===== src/rtl/segchk_pkg.sv =====
package segchk_pkg;
    parameter int unsigned SEG_AW = 32;
    parameter int unsigned SEG_TW = 8;
    parameter int unsigned SEG_RW = 3;

    typedef enum logic [2:0] {
        OP_PUSH   = 3'd0,
        OP_POP    = 3'd1,
        OP_LOAD_A = 3'd2,
        OP_LOAD_B = 3'd3,
        OP_THRU_A = 3'd4
    } op_e;

    typedef struct packed {
        logic [SEG_AW-1:0] base;
        logic [SEG_AW-1:0] limit;
        logic [SEG_RW-1:0] rights;
        logic [SEG_TW-1:0] tid;
    } desc_t;
endpackage


===== src/rtl/seg_window.sv =====
module seg_window
    import segchk_pkg::*;
(
    input  desc_t             desc,
    input  logic              desc_vld,
    input  logic [SEG_AW-1:0] addr,
    input  logic [SEG_RW-1:0] rights,
    input  logic [SEG_TW-1:0] tid,
    output logic              hit
);
    logic [SEG_AW-1:0] offset;
    logic              in_range;
    logic              rights_ok;

    always_comb begin
        offset    = addr - desc.base;
        in_range  = (addr >= desc.base) && (offset <= desc.limit);
        rights_ok = (rights & ~desc.rights) == '0;
        hit       = desc_vld && in_range && rights_ok && (tid == desc.tid);
    end
endmodule


===== src/rtl/seg_stack.sv =====
module seg_stack
    import segchk_pkg::*;
#(
    parameter int unsigned DEPTH = 8,
    localparam int unsigned LVL_W = $clog2(DEPTH + 1)
) (
    input  logic             clk,
    input  logic             rst_n,
    input  logic             push,
    input  logic             pop,
    input  desc_t            push_desc,
    output desc_t            top_desc,
    output logic [LVL_W-1:0] depth
);
    typedef struct packed {
        desc_t [DEPTH-1:0] ent;
        logic [LVL_W-1:0]  cnt;
    } stk_t;

    stk_t st_d, st_q;

    always_comb begin
        st_d     = st_q;
        top_desc = '0;
        for (int i = 0; i < DEPTH; i++) begin
            if (st_q.cnt == LVL_W'(i + 1)) top_desc = st_q.ent[i];
        end
        if (push) begin
            for (int i = 0; i < DEPTH; i++) begin
                if (st_q.cnt == LVL_W'(i)) st_d.ent[i] = push_desc;
            end
            st_d.cnt = st_q.cnt + 1'b1;
        end else if (pop) begin
            st_d.cnt = st_q.cnt - 1'b1;
        end
    end

    always_ff @(posedge clk) begin
        if (!rst_n) st_q <= '0;
        else        st_q <= st_d;
    end

    assign depth = st_q.cnt;
endmodule


===== src/rtl/seg_guard.sv =====
module seg_guard
    import segchk_pkg::*;
#(
    parameter int unsigned DEPTH = 8,
    localparam int unsigned LVL_W = $clog2(DEPTH + 1),
    localparam int unsigned N_CAND = 3
) (
    input  logic              clk,
    input  logic              rst_n,
    input  logic              op_valid,
    input  logic [2:0]        op_kind,
    input  logic [SEG_AW-1:0] op_base,
    input  logic [SEG_AW-1:0] op_limit,
    input  logic [SEG_RW-1:0] op_rights,
    input  logic [SEG_TW-1:0] op_tid,
    input  logic              acc_valid,
    input  logic [SEG_AW-1:0] acc_addr,
    input  logic [SEG_RW-1:0] acc_rights,
    input  logic [SEG_TW-1:0] acc_tid,
    output logic              acc_allow,
    output logic              acc_fault,
    output logic              err_flag
);
    typedef struct packed {
        desc_t            d;
        logic             vld;
        logic [LVL_W-1:0] lvl;
    } slot_t;

    typedef struct packed {
        slot_t a;
        slot_t b;
        logic  err;
        logic  allow;
        logic  fault;
    } state_t;

    state_t           st_d, st_q;
    desc_t            top_desc;
    logic [LVL_W-1:0] stk_depth;
    logic             stk_push, stk_pop;
    desc_t            stk_in;
    logic             top_vld, full;
    desc_t            op_desc;
    desc_t            cand_desc [N_CAND];
    logic             cand_vld  [N_CAND];
    logic [N_CAND-1:0] cand_hit;

    seg_stack #(.DEPTH(DEPTH)) u_stack (
        .clk       (clk),
        .rst_n     (rst_n),
        .push      (stk_push),
        .pop       (stk_pop),
        .push_desc (stk_in),
        .top_desc  (top_desc),
        .depth     (stk_depth)
    );

    assign top_vld = stk_depth != '0;
    assign full    = stk_depth == LVL_W'(DEPTH);

    always_comb begin
        cand_desc[0] = top_desc;   cand_vld[0] = top_vld;
        cand_desc[1] = st_q.a.d;   cand_vld[1] = st_q.a.vld;
        cand_desc[2] = st_q.b.d;   cand_vld[2] = st_q.b.vld;
    end

    for (genvar g = 0; g < N_CAND; g++) begin : g_win
        seg_window u_win (
            .desc     (cand_desc[g]),
            .desc_vld (cand_vld[g]),
            .addr     (acc_addr),
            .rights   (acc_rights),
            .tid      (acc_tid),
            .hit      (cand_hit[g])
        );
    end

    function automatic desc_t fold(input desc_t d, input logic tv, input desc_t t);
        desc_t r;
        r = d;
        if (tv) r.rights = d.rights & t.rights;
        return r;
    endfunction

    always_comb begin
        st_d     = st_q;
        stk_push = 1'b0;
        stk_pop  = 1'b0;
        stk_in   = '0;
        op_desc  = '{base: op_base, limit: op_limit, rights: op_rights, tid: op_tid};

        st_d.allow = acc_valid && (cand_hit != '0);
        st_d.fault = acc_valid && (cand_hit == '0);

        if (op_valid) begin
            case (op_e'(op_kind))
                OP_PUSH: begin
                    if (full) st_d.err = 1'b1;
                    else begin
                        stk_push = 1'b1;
                        stk_in   = fold(op_desc, top_vld, top_desc);
                    end
                end
                OP_POP: begin
                    if (!top_vld) st_d.err = 1'b1;
                    else begin
                        stk_pop = 1'b1;
                        if (st_q.a.lvl == stk_depth) st_d.a.vld = 1'b0;
                        if (st_q.b.lvl == stk_depth) st_d.b.vld = 1'b0;
                    end
                end
                OP_LOAD_A: st_d.a = '{d: fold(op_desc, top_vld, top_desc), vld: 1'b1, lvl: stk_depth};
                OP_LOAD_B: st_d.b = '{d: fold(op_desc, top_vld, top_desc), vld: 1'b1, lvl: stk_depth};
                OP_THRU_A: begin
                    if (!st_q.a.vld || full) st_d.err = 1'b1;
                    else begin
                        stk_push   = 1'b1;
                        stk_in     = fold(st_q.a.d, top_vld, top_desc);
                        st_d.a.vld = 1'b0;
                    end
                end
                default: ;
            endcase
        end
    end

    always_ff @(posedge clk) begin
        if (!rst_n) st_q <= '0;
        else        st_q <= st_d;
    end

    assign acc_allow = st_q.allow;
    assign acc_fault = st_q.fault;
    assign err_flag  = st_q.err;
endmodule


===== config.mk =====
export PLATFORM = sky130hd
export DESIGN_NAME = seg_guard
export DESIGN_NICKNAME = d
export VERILOG_FILES = /design/src/rtl/segchk_pkg.sv /design/src/rtl/seg_window.sv /design/src/rtl/seg_stack.sv /design/src/rtl/seg_guard.sv
export SDC_FILE = /design/constraint.sdc
export NUM_CORES = 2
export LEC_CHECK = 0
export ABC_AREA = 1
export BUFFER_PORTS_ARGS = -buffer_cell sky130_fd_sc_hd__buf_4
export CORE_ASPECT_RATIO = 0.75
export CORE_MARGIN = 1
export CORE_UTILIZATION = 63
export CTS_BUF_LIST = sky130_fd_sc_hd__clkbuf_8 sky130_fd_sc_hd__clkbuf_16
export DETAILED_ROUTE_END_ITERATION = 10
export GPL_ROUTABILITY_DRIVEN = 0
export PLACE_DENSITY = 0.9
export REMOVE_ABC_BUFFERS = 1
export SLEW_MARGIN = 20
export SYNTH_ARGS = -nofsm -noshare
export SYNTH_HDL_FRONTEND = slang
export SYNTH_HIERARCHICAL = 1
export SYNTH_SLANG_ARGS = --single-unit

===== constraint.sdc =====
create_clock -name clk -period 6.05 [get_ports clk]
set_clock_uncertainty 0.15 [all_clocks]
set_input_delay 0.605 -clock clk [delete_from_list [all_inputs] [get_ports clk]]
set_output_delay 0.605 -clock clk [all_outputs]
set_load 0.05 [all_outputs]

==> results.yml <==
setup_path:
  crit_arrival_ps: 5960
  max_stage_delay_ps: 600
  worst_path_most_repeated_cell: "nand2_1"
  end_kind: "flop"
  worstPathMaxFanout: 13
  critical_path_class: "flop to flop"
  crit_path_start_kind: "flop"
  cp_data_required_time_ps: 6450
  cp_slowest_cell: "dfxtp_1"
flow_run:
  drv_cap: 0
global_route:
  grt_pass1_wl_um: 234000
  first_global_vias: 43322
  grt_max_degree: 242
  grt_remaining_overflow: 0
  track_usage: 0.415
  antenna_found_initial: 5
synth:
  synth_top_area_cell: "dfxtp_1"
  ys_types: 45
  yosysSeqAreaShare: 0.347
  syn_inst: 6860
  synth-edff-count: 0
  ys_ff_latch: 767
  async_flop_share: 0
  synthTopCellsByCount: "1507 x nand2_1, 1078 x nor2_1, 767 x dfxtp_1, 767 x inv_1, 722 x o21ai_0"
  synthTopCellsByArea: "dfxtp_1 35%, nand2_1 13%, nor2_1 9.2%"
  synth_most_common_cell: "nand2_1"
  syn_avg_cell_area_um2: 6.45
  ys_dominant_reg_cell: "dfxtp_1"
  syn_area_um2: 44200
  yosysWarningCount: 6
  synth_top_area_frac: 0.347
die:
  start_util: 0.641
  pin_count: 128
  core_region_area_um2: 69000
  die-area_um2: 71300
  die_h_um: 231
  num_rows: 83
  die_w_um: 308
routing:
  wl_um: 153000
  drt-pass1-iter-count: 8
  num_vias: 47105
  ant_nets: 0
  drc: 0
  drt_iter0_drc: 7892
  via_per_inst: 6.10
  wl_per_cell_um: 19.8
sta:
  slew_viol_final: 0
  max_slew_margin: 0.215
  post-route-period-util: 0.919
  setup_slack_ps: 491
  rsz0062_at_grt: "false"
  tightest_slew_ps: 1180
  fin_tns_setup_ps: 0
  finalSetupViolCount: 0
  period_needed_ps: 5560
  hold_viol_final: 0
  fmax_mhz: 180
cts:
  clk_latency_ps: 660
  clk_pin_slew_ps: 70
  cts_root_buf: "clkbuf_16"
  cts.sinks: 767
  cts_buffers: 78
  cts_max_level: 3
  cts_tree: "built"
  holdBufCountCts: 0
  clockBufferDepth: 3
power_and_ir_drop:
  seqPwrFrac: 0.442
  switching_share: 0.275
  pwr-share-comb: 0.125
  power.density_nw_per_um2: 243
  p_int_w: 0.00844
  leakagePower_nw: 20.8
  peakVddDrop_v: 0.000212
  clkPwrFrac: 0.433
  switching_power_w: 0.00321
layout:
  final_core_util: 0.694
  syn2layout_area_growth_pct: 8.23
  antenna_cells: 0
  layout.cells.non_filler: 7724
  drive_above_1_share: 0.0729
  layout.nets: 7050
placed_design:
  pre_cts_ws_ps: 539
  port_buffers: 127
  dp_hpwl_um: 98700
  dp.cells: 7580
min_path:
  hp-class: "input port to flop"
run_status:
  status: "finished, final reports clean"
## final timing paths
check	startpoint	end	slack, ps	cells after the start
worst min-delay path	op_tid[4]	cand_desc[79]$_SDFFE_PN0P_	40	3
worst min register to register	u_stack/st_q[159]$_SDFFE_PN0P_	u_stack/st_q[159]$_SDFFE_PN0P_	300	2
worst max register to register	u_stack/depth[0]$_SDFFE_PN0P_	acc_fault$_SDFF_PN0_	490	32
worst max-delay path	u_stack/depth[0]$_SDFFE_PN0P_	acc_fault$_SDFF_PN0_	490	32
## routing by layer
layer | track usage | routed length, µm
met5 | 0 | 64
met4 | 0.209 | 8480
met3 | 0.151 | 25600
met1 | 0.537 | 56600
met2 | 0.605 | 62000
## final cells by class
type                    instances  area (µm²)
repair buffers                186        1600
inverters                     787        2960
well taps                     935        1170
clock buffers                  95        2210
flip-flops and latches        767       15400
clock inverters                48         459
multi-input cells            4906       24100
fillers                      5544       21100
## repair_timing
action	CTS	global route
setup endpoints to repair	0	2
setup buffers	0	0
gates resized for setup	0	0
## logic make-up (layout without fill, tap and decap cells)
group,after synthesis,in the layout,synth area share
AOI/OAI and AO/OA,1594,1594,0.190
xor gates and xnor gates,64,64,0.0127
adders and majority gates,199,199,0.0568
buffers and inverters,1188,1116,0.110
DFF,767,767,0.347
and+or+nand+nor,3048,3049,0.283
## worst max-delay path: cells and delay by family (launching register included)
family          cells  cell delay (ps)
flops               1              600
compound gates      1              250
fa+ha+maj           3             1000
buf+inv             3              820
simple gates       25             2620
## through the flow
stage	total power (W)	area, µm²	hold slack, ps
after floorplan	0.00610	42300	273
after global placement	0.00658	45200	282
after detailed placement	0.00663	45200	286
after CTS	0.0116	47900	23.4
after global routing	0.0120	47900	44.0
final	0.0117	47900	37.6
## registers in the layout (all words and copies together), names as in the netlist
name / flops
u_stack/st_q: 600
cand_desc: 150
st_q: 8
u_stack/depth: 4
cand_vld: 2
acc_allow: 1
acc_fault: 1
err_flag: 1
## cells in the final DEF (no fill, tap or decap), types with 9 or more instances in the layout
cell       netlist  routed
o21bai_1         9       9
inv_1          767     775
o21ai_1        100     100
buf_4           33     169
a21oi_1        636     636
xor2_1          49      49
clkinv_2         0      20
ha_1           196     194
o22ai_1          9       9
nor2_1        1078    1078
o21a_1          15      15
xnor2_1         15      15
buf_12           3      16
a21o_1          18      18
o21ai_0        722     722
nand2_1       1507    1506
nor2_2          13      11
a21oi_2         53      53
clkbuf_16        0      80
nand3b_1        70      70
dfxtp_1        767     767
inv_2           13      15
o21ai_2          9       9
nand3_1        198     196
nand2_2         56      54
nor3_1           9       9
clkbuf_8         0      15
nand4_1         93      93
## power groups by stage
stage,Clock [W],Combinational (W),Sequential (W)
after floorplan,0,0.000850,0.00525
after global placement,0,0.00132,0.00526
after detailed placement,0,0.00137,0.00526
after CTS,0.00504,0.00138,0.00515
after global routing,0.00526,0.00157,0.00515
final,0.00505,0.00145,0.00515
No activity file was read; power rests on OpenSTA's default activity.
